[src/rtl/spi_reg_pkg.sv]
// Shared types for the serial register target.
// Assumes the frame is direction bit, index field and data field in that order.
package spi_reg_pkg;
    // Which part of the frame the receiver is in.
    typedef enum logic [1:0] {
        PH_IDLE,
        PH_CMD,
        PH_DATA,
        PH_OVER
    } frame_phase_e;
endpackage

[src/rtl/spi_pin_sync.sv]
// Synchronizes a group of asynchronous pins into the clk domain and flags
// their edges. Assumes each pin holds a level longer than STAGES+1 clocks.
module spi_pin_sync #(
    parameter int              W       = 3,
    parameter int              STAGES  = 2,
    parameter logic [W-1:0]    RST_VAL = '0
) (
    input  logic         clk,
    input  logic         rst_n,
    input  logic [W-1:0] pin_i,
    output logic [W-1:0] lvl_o,
    output logic [W-1:0] rise_o,
    output logic [W-1:0] fall_o
);
    for (genvar b = 0; b < W; b++) begin : g_bit
        logic [STAGES-1:0] chain;
        logic              prev;

        // Shift the pin through the synchronizer and keep the last level.
        always_ff @(posedge clk) begin
            if (!rst_n) begin
                chain <= {STAGES{RST_VAL[b]}};
                prev  <= RST_VAL[b];
            end else begin
                chain <= {chain[STAGES-2:0], pin_i[b]};
                prev  <= chain[STAGES-1];
            end
        end

        assign lvl_o[b]  = chain[STAGES-1];
        assign rise_o[b] = chain[STAGES-1] & ~prev;
        assign fall_o[b] = ~chain[STAGES-1] & prev;
    end
endmodule

[src/rtl/spi_frame_rx.sv]
// Counts rising serial clocks in a frame, shifts in the command and data,
// raises a read request once the index is known and a write request when a
// complete frame closes. Assumes events come from spi_pin_sync.
module spi_frame_rx
    import spi_reg_pkg::*;
#(
    parameter int ADDR_W = 7,
    parameter int DATA_W = 8
) (
    input  logic              clk,
    input  logic              rst_n,
    input  logic              sel,        // synchronized select, active high
    input  logic              sel_open,   // select just asserted
    input  logic              sel_close,  // select just released
    input  logic              sclk_rise,
    input  logic              sdi,
    output logic [ADDR_W-1:0] addr_o,
    output logic              rd_req_o,
    output logic              wr_req_o,
    output logic [DATA_W-1:0] wr_data_o
);
    localparam int FRAME_LEN = 1 + ADDR_W + DATA_W;
    localparam int CNT_W     = $clog2(FRAME_LEN + 2);
    localparam logic [CNT_W-1:0] CNT_ADDR_LAST = CNT_W'(ADDR_W);
    localparam logic [CNT_W-1:0] CNT_FULL      = CNT_W'(FRAME_LEN);
    localparam logic [CNT_W-1:0] CNT_OVER      = CNT_W'(FRAME_LEN + 1);

    logic [CNT_W-1:0]  cnt;
    logic [DATA_W-1:0] shift;
    logic [DATA_W-1:0] shift_nx;
    logic              rw_q;
    frame_phase_e      phase;

    assign shift_nx = {shift[DATA_W-2:0], sdi};

    // Phase of the frame, derived from the rising edge count.
    always_comb begin
        if (!sel)                    phase = PH_IDLE;
        else if (cnt <= CNT_ADDR_LAST) phase = PH_CMD;
        else if (cnt <= CNT_FULL)    phase = PH_DATA;
        else                         phase = PH_OVER;
    end

    // Count rising edges, saturating one past a full frame.
    always_ff @(posedge clk) begin
        if (!rst_n || sel_open) begin
            cnt <= '0;
        end else if (sel && sclk_rise && cnt != CNT_OVER) begin
            cnt <= cnt + 1'b1;
        end
    end

    // Shift serial data in and capture the direction bit.
    always_ff @(posedge clk) begin
        if (!rst_n) begin
            shift <= '0;
            rw_q  <= 1'b0;
        end else if (sel && sclk_rise) begin
            shift <= shift_nx;
            if (cnt == '0) rw_q <= sdi;
        end
    end

    // Latch the index and raise the read request on the last index bit.
    always_ff @(posedge clk) begin
        if (!rst_n) begin
            addr_o   <= '0;
            rd_req_o <= 1'b0;
        end else begin
            rd_req_o <= 1'b0;
            if (sel && sclk_rise && phase == PH_CMD && cnt == CNT_ADDR_LAST) begin
                addr_o   <= shift_nx[ADDR_W-1:0];
                rd_req_o <= rw_q;
            end
        end
    end

    // Commit a write only when a frame of exactly FRAME_LEN bits closes.
    always_ff @(posedge clk) begin
        if (!rst_n) begin
            wr_req_o  <= 1'b0;
            wr_data_o <= '0;
        end else begin
            wr_req_o <= 1'b0;
            if (sel_close && cnt == CNT_FULL && !rw_q) begin
                wr_req_o  <= 1'b1;
                wr_data_o <= shift;
            end
        end
    end
endmodule

[src/rtl/spi_read_tx.sv]
// Holds the fetched read byte and shifts it out on falling serial clocks,
// steering it to the dedicated or the shared pin by the mode latched at
// frame start. Assumes load arrives before the first data-phase falling edge.
module spi_read_tx #(
    parameter int DATA_W = 8
) (
    input  logic              clk,
    input  logic              rst_n,
    input  logic              sel,
    input  logic              sel_open,
    input  logic              sclk_fall,
    input  logic              mode_3w,
    input  logic              load,
    input  logic [DATA_W-1:0] load_data,
    output logic              sdo_o,
    output logic              sdo_oe,
    output logic              sdio_o,
    output logic              sdio_oe
);
    logic [DATA_W-1:0] tx_sh;
    logic              armed;
    logic              driving;
    logic              bit_q;
    logic              mode_q;

    // Latch the pin choice once per frame.
    always_ff @(posedge clk) begin
        if (!rst_n)        mode_q <= 1'b0;
        else if (sel_open) mode_q <= mode_3w;
    end

    // Load the byte, then move one bit out on each falling edge.
    always_ff @(posedge clk) begin
        if (!rst_n || !sel || sel_open) begin
            tx_sh   <= '0;
            armed   <= 1'b0;
            driving <= 1'b0;
            bit_q   <= 1'b0;
        end else if (load) begin
            tx_sh <= load_data;
            armed <= 1'b1;
        end else if (armed && sclk_fall) begin
            driving <= 1'b1;
            bit_q   <= tx_sh[DATA_W-1];
            tx_sh   <= {tx_sh[DATA_W-2:0], 1'b0};
        end
    end

    assign sdo_oe  = driving & ~mode_q;
    assign sdio_oe = driving & mode_q;
    assign sdo_o   = sdo_oe & bit_q;
    assign sdio_o  = sdio_oe & bit_q;
endmodule

[src/rtl/spi_reg_target.sv]
// Top of the serial register target: pin synchronizer, frame receiver and
// read transmitter. Assumes serial levels last at least four clk cycles.
module spi_reg_target #(
    parameter int ADDR_W      = 7,
    parameter int DATA_W      = 8,
    parameter int SYNC_STAGES = 2
) (
    input  logic              clk,
    input  logic              rst_n,
    input  logic              cs_n,
    input  logic              sclk,
    input  logic              sdio_i,
    input  logic              mode_3wire,
    output logic              sdo_o,
    output logic              sdo_oe,
    output logic              sdio_o,
    output logic              sdio_oe,
    output logic [ADDR_W-1:0] reg_addr,
    output logic              reg_wr_en,
    output logic [DATA_W-1:0] reg_wr_data,
    output logic              reg_rd_en,
    input  logic [DATA_W-1:0] reg_rd_data
);
    localparam int PIN_W = 3;
    localparam int P_CS  = 2;
    localparam int P_CLK = 1;
    localparam int P_DAT = 0;

    logic [PIN_W-1:0] lvl;
    logic [PIN_W-1:0] rise;
    logic [PIN_W-1:0] fall;
    logic             sel;

    spi_pin_sync #(
        .W       (PIN_W),
        .STAGES  (SYNC_STAGES),
        .RST_VAL (3'b110)
    ) i_sync (
        .clk    (clk),
        .rst_n  (rst_n),
        .pin_i  ({cs_n, sclk, sdio_i}),
        .lvl_o  (lvl),
        .rise_o (rise),
        .fall_o (fall)
    );

    assign sel = ~lvl[P_CS];

    spi_frame_rx #(
        .ADDR_W (ADDR_W),
        .DATA_W (DATA_W)
    ) i_rx (
        .clk       (clk),
        .rst_n     (rst_n),
        .sel       (sel),
        .sel_open  (fall[P_CS]),
        .sel_close (rise[P_CS]),
        .sclk_rise (rise[P_CLK]),
        .sdi       (lvl[P_DAT]),
        .addr_o    (reg_addr),
        .rd_req_o  (reg_rd_en),
        .wr_req_o  (reg_wr_en),
        .wr_data_o (reg_wr_data)
    );

    spi_read_tx #(
        .DATA_W (DATA_W)
    ) i_tx (
        .clk       (clk),
        .rst_n     (rst_n),
        .sel       (sel),
        .sel_open  (fall[P_CS]),
        .sclk_fall (fall[P_CLK]),
        .mode_3w   (mode_3wire),
        .load      (reg_rd_en),
        .load_data (reg_rd_data),
        .sdo_o     (sdo_o),
        .sdo_oe    (sdo_oe),
        .sdio_o    (sdio_o),
        .sdio_oe   (sdio_oe)
    );
endmodule

[config.mk]
export PLATFORM = sky130hd
export DESIGN_NAME = spi_reg_target
export DESIGN_NICKNAME = d
export VERILOG_FILES = /design/src/rtl/spi_reg_pkg.sv /design/src/rtl/spi_pin_sync.sv /design/src/rtl/spi_frame_rx.sv /design/src/rtl/spi_read_tx.sv /design/src/rtl/spi_reg_target.sv
export SDC_FILE = /design/constraint.sdc
export NUM_CORES = 1
export LEC_CHECK = 0
export ABC_AREA = 1
export ABC_CLOCK_PERIOD_IN_PS = 1300
export CAP_MARGIN = 20
export CORE_MARGIN = 2
export CORE_UTILIZATION = 30
export DETAILED_ROUTE_END_ITERATION = 16
export GPL_ROUTABILITY_DRIVEN = 0
export PLACE_DENSITY = 0.57
export SYNTH_ARGS = -nofsm -noshare
export SYNTH_HDL_FRONTEND = slang
export SYNTH_SLANG_ARGS = --single-unit
[constraint.sdc]
create_clock -name clk -period 1.3 [get_ports clk]
set_input_delay 0.195 -clock clk [delete_from_list [all_inputs] [get_ports clk]]
set_output_delay 0.195 -clock clk [all_outputs]
set_load 0.02 [all_outputs]
==> summary.txt, run 1 <==
Outcome
  – Status: complete, no violations

Worst setup path
  – RR Startpoint: i_rx.cnt[0]$_SDFFE_PP0P_
  – CP bufs+invs: 3
  – Critical path class: flip-flop to flip-flop
  – R2r setup slk: 0.05 ns
  – Crit-path slowest cell: dfxtp_4
  – Critical path launch point type: flip-flop
  – Largest delay share family, worst path: flip-flops
  – Crit. End Element: flip-flop
  – CP Cell Sequence: inv_1 > ha_4 > inv_4 > nor2_8 > nand2_4 > inv_8 > nor2_2 > nor2_2
  – Critical path data required time: 1.54 ns
  – Crit-path max FO: 8
  – Slowest Stage Delay on Critical Path: 0.38 ns
  – Setup crit start: i_rx.cnt[0]$_SDFFE_PP0P_
  – CP arrival: 1.49 ns
  – CP dominant cell by count: nor2_2

Route
  – Drt drc: 0
  – Final Routed Wirelength: 4.75 mm
  – Met1 wire length: 2.33 mm
  – Met3 wire len: 217 um
  – DR top layer: met4
  – Via/cell ratio: 4.29
  – Router iterations before antenna repair: 4
  – DR WL met2: 2.15 mm
  – Wire per inst: 10.9 um
  – DR iter-0 viols: 56
  – DRT antenna net count: 0
  – Via Count: 1868

Floorplan
  – Chip width: 89.8 um
  – Num rows: 31
  – Die area: 0.00807 sq mm
  – Starting Density: 0.308
  – Height of the die: 89.8 um
  – Io pins: 35
  – Core area: 0.00718 sq mm

GRT
  – First-pass GRT wire length: 7.68 mm
  – Largest net degree at the start of global routing: 29
  – GRT Util Overall: 0.115
  – GR Overflow Total: 0
  – Number of global-route vias before repair: 1650
  – Initial antenna violation count: 0

Final layout
  – Area Growth Syn to Fin: 29.8%
  – ANT cells: 0
  – Layout cells sized above 1: 0.247
  – Final net count: 352

Timing
  – Fmax: 0.798 GHz
  – Hold_ws: 0.409 ns
  – Max Clock Skew: 0.0106 ns
  – Worst-Margin Slew: 0.297 ns
  – Period utilization: 0.964
  – RSZ-0062 raised after global routing: true
  – Slew HR: 0.801
  – Fin. Hold Viols: 0
  – Final setup fails: 0
  – Tmin final: 1.25 ns
  – Total negative slack: 0 ns
  – Fin. max-slew vios: 0

Synthesis
  – Number of synthesis warnings: 0
  – Post-synthesis cell type count: 25
  – Sequential area share after synthesis: 0.462
  – Mapped cell area: 0.00221 sq mm
  – Synthesized area per cell: 7.62 sq um
  – Syn Nets: 307
  – #FFs+latches synth: 51
  – Syn Inst Count: 290

Pwr
  – Peak supply drop: 0.000656 V
  – Sw frac: 0.212
  – Combinational share of power: 0.038
  – Int Pwr: 2.20 mW
  – Leakage: 1.25 nW
  – Power share of the clock group: 0.396
  – Net switching power: 0.592 mW
  – Design Power: 2.80 mW
  – Pwr Density: 975 mW/mm^2
  – Register share of total power: 0.566

Placed design
  – I/O Buffers: 34
  – Dpl hpwl: 3.18 mm

Min path
  – Hold path startpoint: sdio_i
  – Hold Path Class: primary input to flip-flop

Clock tree
  – Clk sinks: 51
  – CTS Buffer Depth: 2
  – TritonCTS clock tree: built
  – Clock transition at path regs: 0.10 ns
  – TritonCTS buffer count: 5
  – Hold_buf cts: 0
  – H-Tree Depth: 2
  – Worst-Skew Late Latency: 0.30 ns
  – CTS root buf: clkbuf_8

Flow run
  – Max-Cap Viols: 0
[kinds of logic (layout without fill, tap and decap cells)]
logic type,count (synthesis),after routing,share of synthesized area
AO/OA/AOI/OAI,39,39,0.0883
buffers and inverters,42,87,0.0883
adder cells (fa/ha/maj),3,3,0.0170
flip-flops,51,51,0.462
AND/OR/NAND/NOR,155,156,0.344
[state kept, by name (all words and copies together), names as in the netlist, 2 cells and up]
| signal | count |
|---|---|
| i_rx.wr_data_o | 8 |
| i_sync.g_bit.chain | 6 |
| i_rx.addr_o | 7 |
| i_rx.shift | 8 |
| i_sync.g_bit.prev | 2 |
| i_tx.tx_sh | 8 |
| i_rx.cnt | 5 |
[through the flow]
stage          worst slack [ns]   util  cells  area, sq um
4_1_cts                 0.00739  0.390    434         2800
6_report                 0.0463  0.400    435         2870
3_3_place_gp            -0.0256  0.377    426         2700
3_5_place_dp            -0.0597  0.377    426         2700
5_1_grt                 -0.0122  0.400    435         2870
2_1_floorplan            0.0628      -    290         2210
[power groups by stage]
stage               Sequential (mW)  Combinational [mW]  Clock, mW
floorplan                      1.62              0.0502          0
global placement               1.62               0.105          0
detailed placement             1.62               0.105          0
CTS                            1.58               0.106       1.15
global route                   1.58               0.117       1.23
finish                         1.58               0.107       1.11
[cells in the final DEF, fill, tap and decap left out, types with 7 or more instances in the layout]
| cell type | Yosys | layout |
|---|---|---|
| o21ai_0 | 17 | 15 |
| dfxtp_1 | 51 | 46 |
| clkdlybuf4s50_1 | 0 | 13 |
| nor2_1 | 32 | 28 |
| nor2_2 | 17 | 21 |
| a21oi_1 | 22 | 22 |
| nand2_1 | 65 | 62 |
| dlygate4sd2_1 | 0 | 17 |
| inv_2 | 6 | 7 |
| inv_1 | 27 | 24 |
| nand3_1 | 21 | 21 |
| buf_4 | 0 | 7 |
[tightest hold or removal path, stage by stage]
cell and delay, ns:
clkdlybuf4s50_1 0.40, nand2_1 0.06, inv_1 0.03
[final timing paths]
| path | depth (start not counted) | to |
|---|---|---|
| setup / recovery | 8 | i_rx.wr_data_o[2]$_SDFFE_PN0P_ |
| hold / removal | 3 | i_sync.g_bit[0].chain[0]$_SDFF_PN0_ |
| setup reg to reg | 8 | i_rx.wr_data_o[2]$_SDFFE_PN0P_ |
| hold reg to reg | 1 | i_sync.g_bit[1].chain[1]$_SDFF_PN1_ |
[synth_stat cells, drive strengths merged]
master   n  area share
nand2   71        0.13
nor2    52        0.13
dfxtp   51        0.46
inv     34       0.060
nand3   23       0.060
a21oi   22       0.050
o21ai   17       0.039
buf      4       0.020
or2      4       0.011
clkbuf   3      0.0057
ha       3       0.017
nand4    3      0.0085
nor3     2      0.0068
clkinv   1      0.0023
[what timing repair did]
item | 4_1_cts | 5_1_grt
setup endpoints to repair | 31 | 24
setup buffers | 0 | 0
pin swaps | 1 | 6
resized for setup | 33 | 31
gates cloned | 0 | 1
[per-layer routing]
metal | global-route usage | vias up
met5 | 0 | -
met4 | 0.0346 | 0
met2 | 0.176 | 39
met3 | 0.0360 | 4
met1 | 0.157 | 824
li1 | - | 1001
[area by class of cell]
cell class / instances / area [sq um]
multi-input combinational: 198 / 1060
sequential: 51 / 1030
clock buffer: 5 / 68.8
tap: 99 / 124
inverter: 35 / 145
timing repair buffer: 44 / 394
fill: 771 / 4310
clock inverter: 3 / 43.8
Power figures use the tool's default switching activity.
==> inputs of run 2 (changes only) <==
--- a/config.mk
+++ b/config.mk
@@ -8,10 +8,10 @@
 export ABC_AREA = 1
 export ABC_CLOCK_PERIOD_IN_PS = 1300
 export CAP_MARGIN = 20
-export CORE_MARGIN = 2
 export CORE_UTILIZATION = 30
 export DETAILED_ROUTE_END_ITERATION = 16
 export GPL_ROUTABILITY_DRIVEN = 0
+export MAX_ROUTING_LAYER = met4
 export PLACE_DENSITY = 0.57
 export SYNTH_ARGS = -nofsm -noshare
 export SYNTH_HDL_FRONTEND = slang
==> run 2 against run 1 <==
Clock power is 17% higher. Combinational power hardly changed. Utilization grew 1.5 points. Power rose by 7.0%. Final cell count rose by 0.23%. Sequential cell count unchanged. Setup slack better by 0.0020 ns. Fmax increased by 0.16%. Non-clock buffer count up 4. Critical endpoint is now i_rx.cnt[1]$_SDFFE_PP0P_. Largest cell class unchanged.
==> summary.txt, run 2 (synthesis gave the netlist of run 1 again) <==
Timing
  – Fmax: 0.799 GHz (was 0.798 GHz)
  – Slew HR: 0.790 (was 0.801)
  – Period utilization: 0.963 (was 0.964)
  – Max Clock Skew: 0.00757 ns (was 0.0106 ns)
  – Worst-Margin Slew: 0.313 ns (was 0.297 ns)
  – Tmin final: 1.25 ns (about the same)
  – Fin. max-slew vios: 0 (unchanged)
  – Final setup fails: 0 (unchanged)
  – Fin. Hold Viols: 0 (unchanged)
  – RSZ-0062 raised after global routing: true (unchanged)
  – Total negative slack: 0 ns (unchanged)

Floorplan
  – Core area: 0.00694 sq mm (was 0.00718 sq mm)
  – Starting Density: 0.318 (was 0.308)
  – Num rows: 30 (was 31)
  – Height of the die: 87.8 um (was 89.8 um)
  – Chip width: 87.8 um (was 89.8 um)
  – Die area: 0.00771 sq mm (was 0.00807 sq mm)
  – Io pins: 35 (unchanged)

GRT
  – GRT Util Overall: 0.126 (was 0.115)
  – First-pass GRT wire length: 7.27 mm (was 7.68 mm)
  – Number of global-route vias before repair: 1653 (was 1650)
  – Initial antenna violation count: 0 (unchanged)
  – Largest net degree at the start of global routing: 27 (was 29)
  – GR Overflow Total: 0 (unchanged)

Clock tree
  – Worst-Skew Late Latency: 0.30 ns (about the same)
  – Clock transition at path regs: 0.10 ns (about the same)
  – Clk sinks: 51 (unchanged)
  – H-Tree Depth: 2 (unchanged)
  – TritonCTS buffer count: 5 (unchanged)
  – CTS root buf: clkbuf_8 (unchanged)
  – CTS Buffer Depth: 2 (unchanged)
  – Hold_buf cts: 0 (unchanged)
  – TritonCTS clock tree: built (unchanged)
  – Setup repair bufs after CTS: 0 (unchanged)

Final layout
  – Leading cell type in the layout, fill and taps excluded: nand2_1 (unchanged)
  – Area Growth Syn to Fin: 30.4% (was 29.8%)
  – Design area: 0.00288 sq mm (was 0.00287 sq mm)
  – Final net count: 356 (was 352)
  – Layout cells sized above 1: 0.229 (was 0.247)
  – ANT cells: 0 (unchanged)
  – Finished Layout Cells: 436 (was 435)
  – Commonest non-fill, non-tap cells in the layout: nand2_1, dfxtp_1, nor2_1 (unchanged)
  – Layout fillers: 727 (was 771)
  – Biggest regs: i_rx.shift: 8 flops, i_rx.wr_data_o: 8 flops, i_tx.tx_sh: 8 flops (unchanged)

Route
  – Drt drc: 0 (unchanged)
  – Final Routed Wirelength: 4.52 mm (was 4.75 mm)
  – Wire per inst: 10.4 um (was 10.9 um)
  – DR iter-0 viols: 91 (was 56)
  – Router iterations before antenna repair: 4 (unchanged)
  – Via Count: 1885 (was 1868)
  – DRT antenna net count: 0 (unchanged)
  – Via/cell ratio: 4.32 (was 4.29)

Placed design
  – Dpl hpwl: 3.16 mm (was 3.18 mm)
  – Placed Cells: 427 (was 426)
  – I/O Buffers: 34 (unchanged)
  – Post-place instance area: 0.00272 sq mm (was 0.00270 sq mm)

Worst setup path
  – CP Cell Sequence: buf_4 > ha_1 > nand2_1 > inv_2 > nand2_2 > nand2_4 > nand2_1 > a21oi_2 (was inv_1 > ha_4 > inv_4 > nor2_8 > nand2_4 > inv_8 > nor2_2 > nor2_2)
  – CP arrival: 1.45 ns (was 1.49 ns)
  – CP bufs+invs: 2 (was 3)
  – Critical path launch point type: flip-flop (unchanged)
  – Crit-path slowest cell: dfxtp_4 (unchanged)
  – Crit-path max FO: 5 (was 8)
  – Largest delay share family, worst path: flip-flops (unchanged)
  – CP dominant cell by count: nand2_1 (was nor2_2)
  – Critical path class: flip-flop to flip-flop (unchanged)
  – Crit. End Element: flip-flop (unchanged)
  – Critical path data required time: 1.49 ns (was 1.54 ns)
  – Slowest Stage Delay on Critical Path: 0.37 ns (was 0.38 ns)

Flow run
  – Max-Cap Viols: 0 (unchanged)

Pwr
  – Design Power: 2.99 mW (was 2.80 mW)
  – Peak supply drop: 0.000695 V (was 0.000656 V)
  – Leakage: 1.27 nW (was 1.25 nW)
  – Pwr Density: 1040 mW/mm^2 (was 975 mW/mm^2)

Outcome
  – Status: complete, no violations (unchanged)

Min path
  – Hold Path Class: flip-flop to flip-flop (was primary input to flip-flop)
## run 2: cell count changes in the layout (fill, tap and decap cells not counted), sizes merged
cell           before  now
buf                13   16
bufinv              1    2
clkdlybuf4s15       0    1
clkinv              3    1
clkinvlp            0    1
## run 2: report_power, final
group / switching (mW) / leakage [nW] / total, mW / internal (mW)
combinational: 0.0508 / 0.788 / 0.110 / 0.0589
sequential: 0.00968 / 0.414 / 1.58 / 1.57
clock: 0.530 / 0.0644 / 1.30 / 0.767
## run 2: metal layers
layer | vias up | part of all wire | GRT usage
met3 | 5 | 0.047 | 0.0320
met5 | - | 0 | -
met1 | 838 | 0.48 | 0.152
met4 | 0 | 0.010 | 0.0447
li1 | 1006 | - | -
met2 | 36 | 0.46 | 0.202
## run 2: timing repair
action	in CTS	in global routing
setup endpoints to repair	29	22
pin swaps	0	1
resized for setup	32	21
gates cloned	0	1
## run 2: cell type report
cell class / instances / area [sq um] / share of cell area
Timing Repair Buffer: 48 / 414 / 0.144
Inverter: 35 / 145 / 0.0504
Clock inverter: 3 / 67.6 / 0.0234
Multi-Input combinational cell: 198 / 1040 / 0.360
Sequential cell: 51 / 1030 / 0.356
Clock buffer: 5 / 68.8 / 0.0239
Tap cell: 96 / 120 / 0.0417
## run 2: worst reg2reg max path: stages (launching register included)
cell	delay, ns
dfxtp_4	0.37
buf_4	0.14
ha_1	0.19
nand2_1	0.10
inv_2	0.04
nand2_2	0.09
nand2_4	0.08
nand2_1	0.09
a21oi_2	0.05
## run 2: path summary, 6_finish.rpt
kind                                            start                             endpoint  slack, ns  depth (start not counted)
setup / recovery             i_rx.cnt[0]$_SDFFE_PP0P_             i_rx.cnt[1]$_SDFFE_PP0P_       0.05                          8
hold / removal    i_sync.g_bit[2].chain[0]$_SDFF_PN1_  i_sync.g_bit[2].chain[1]$_SDFF_PN1_       0.41                          1
setup reg to reg             i_rx.cnt[0]$_SDFFE_PP0P_             i_rx.cnt[1]$_SDFFE_PP0P_       0.05                          8
hold reg to reg   i_sync.g_bit[2].chain[0]$_SDFF_PN1_  i_sync.g_bit[2].chain[1]$_SDFF_PN1_       0.41                          1
## run 2: stage by stage
step,setup WS [ns],hold slack [ns],utilization
final,0.0482,0.415,0.415
after global routing,-0.0340,0.440,0.415
after CTS,0.00769,0.422,0.408
after detailed placement,-0.0637,0.403,0.391
after global placement,-0.0397,0.393,0.391
after floorplan,0.0628,0.284,-
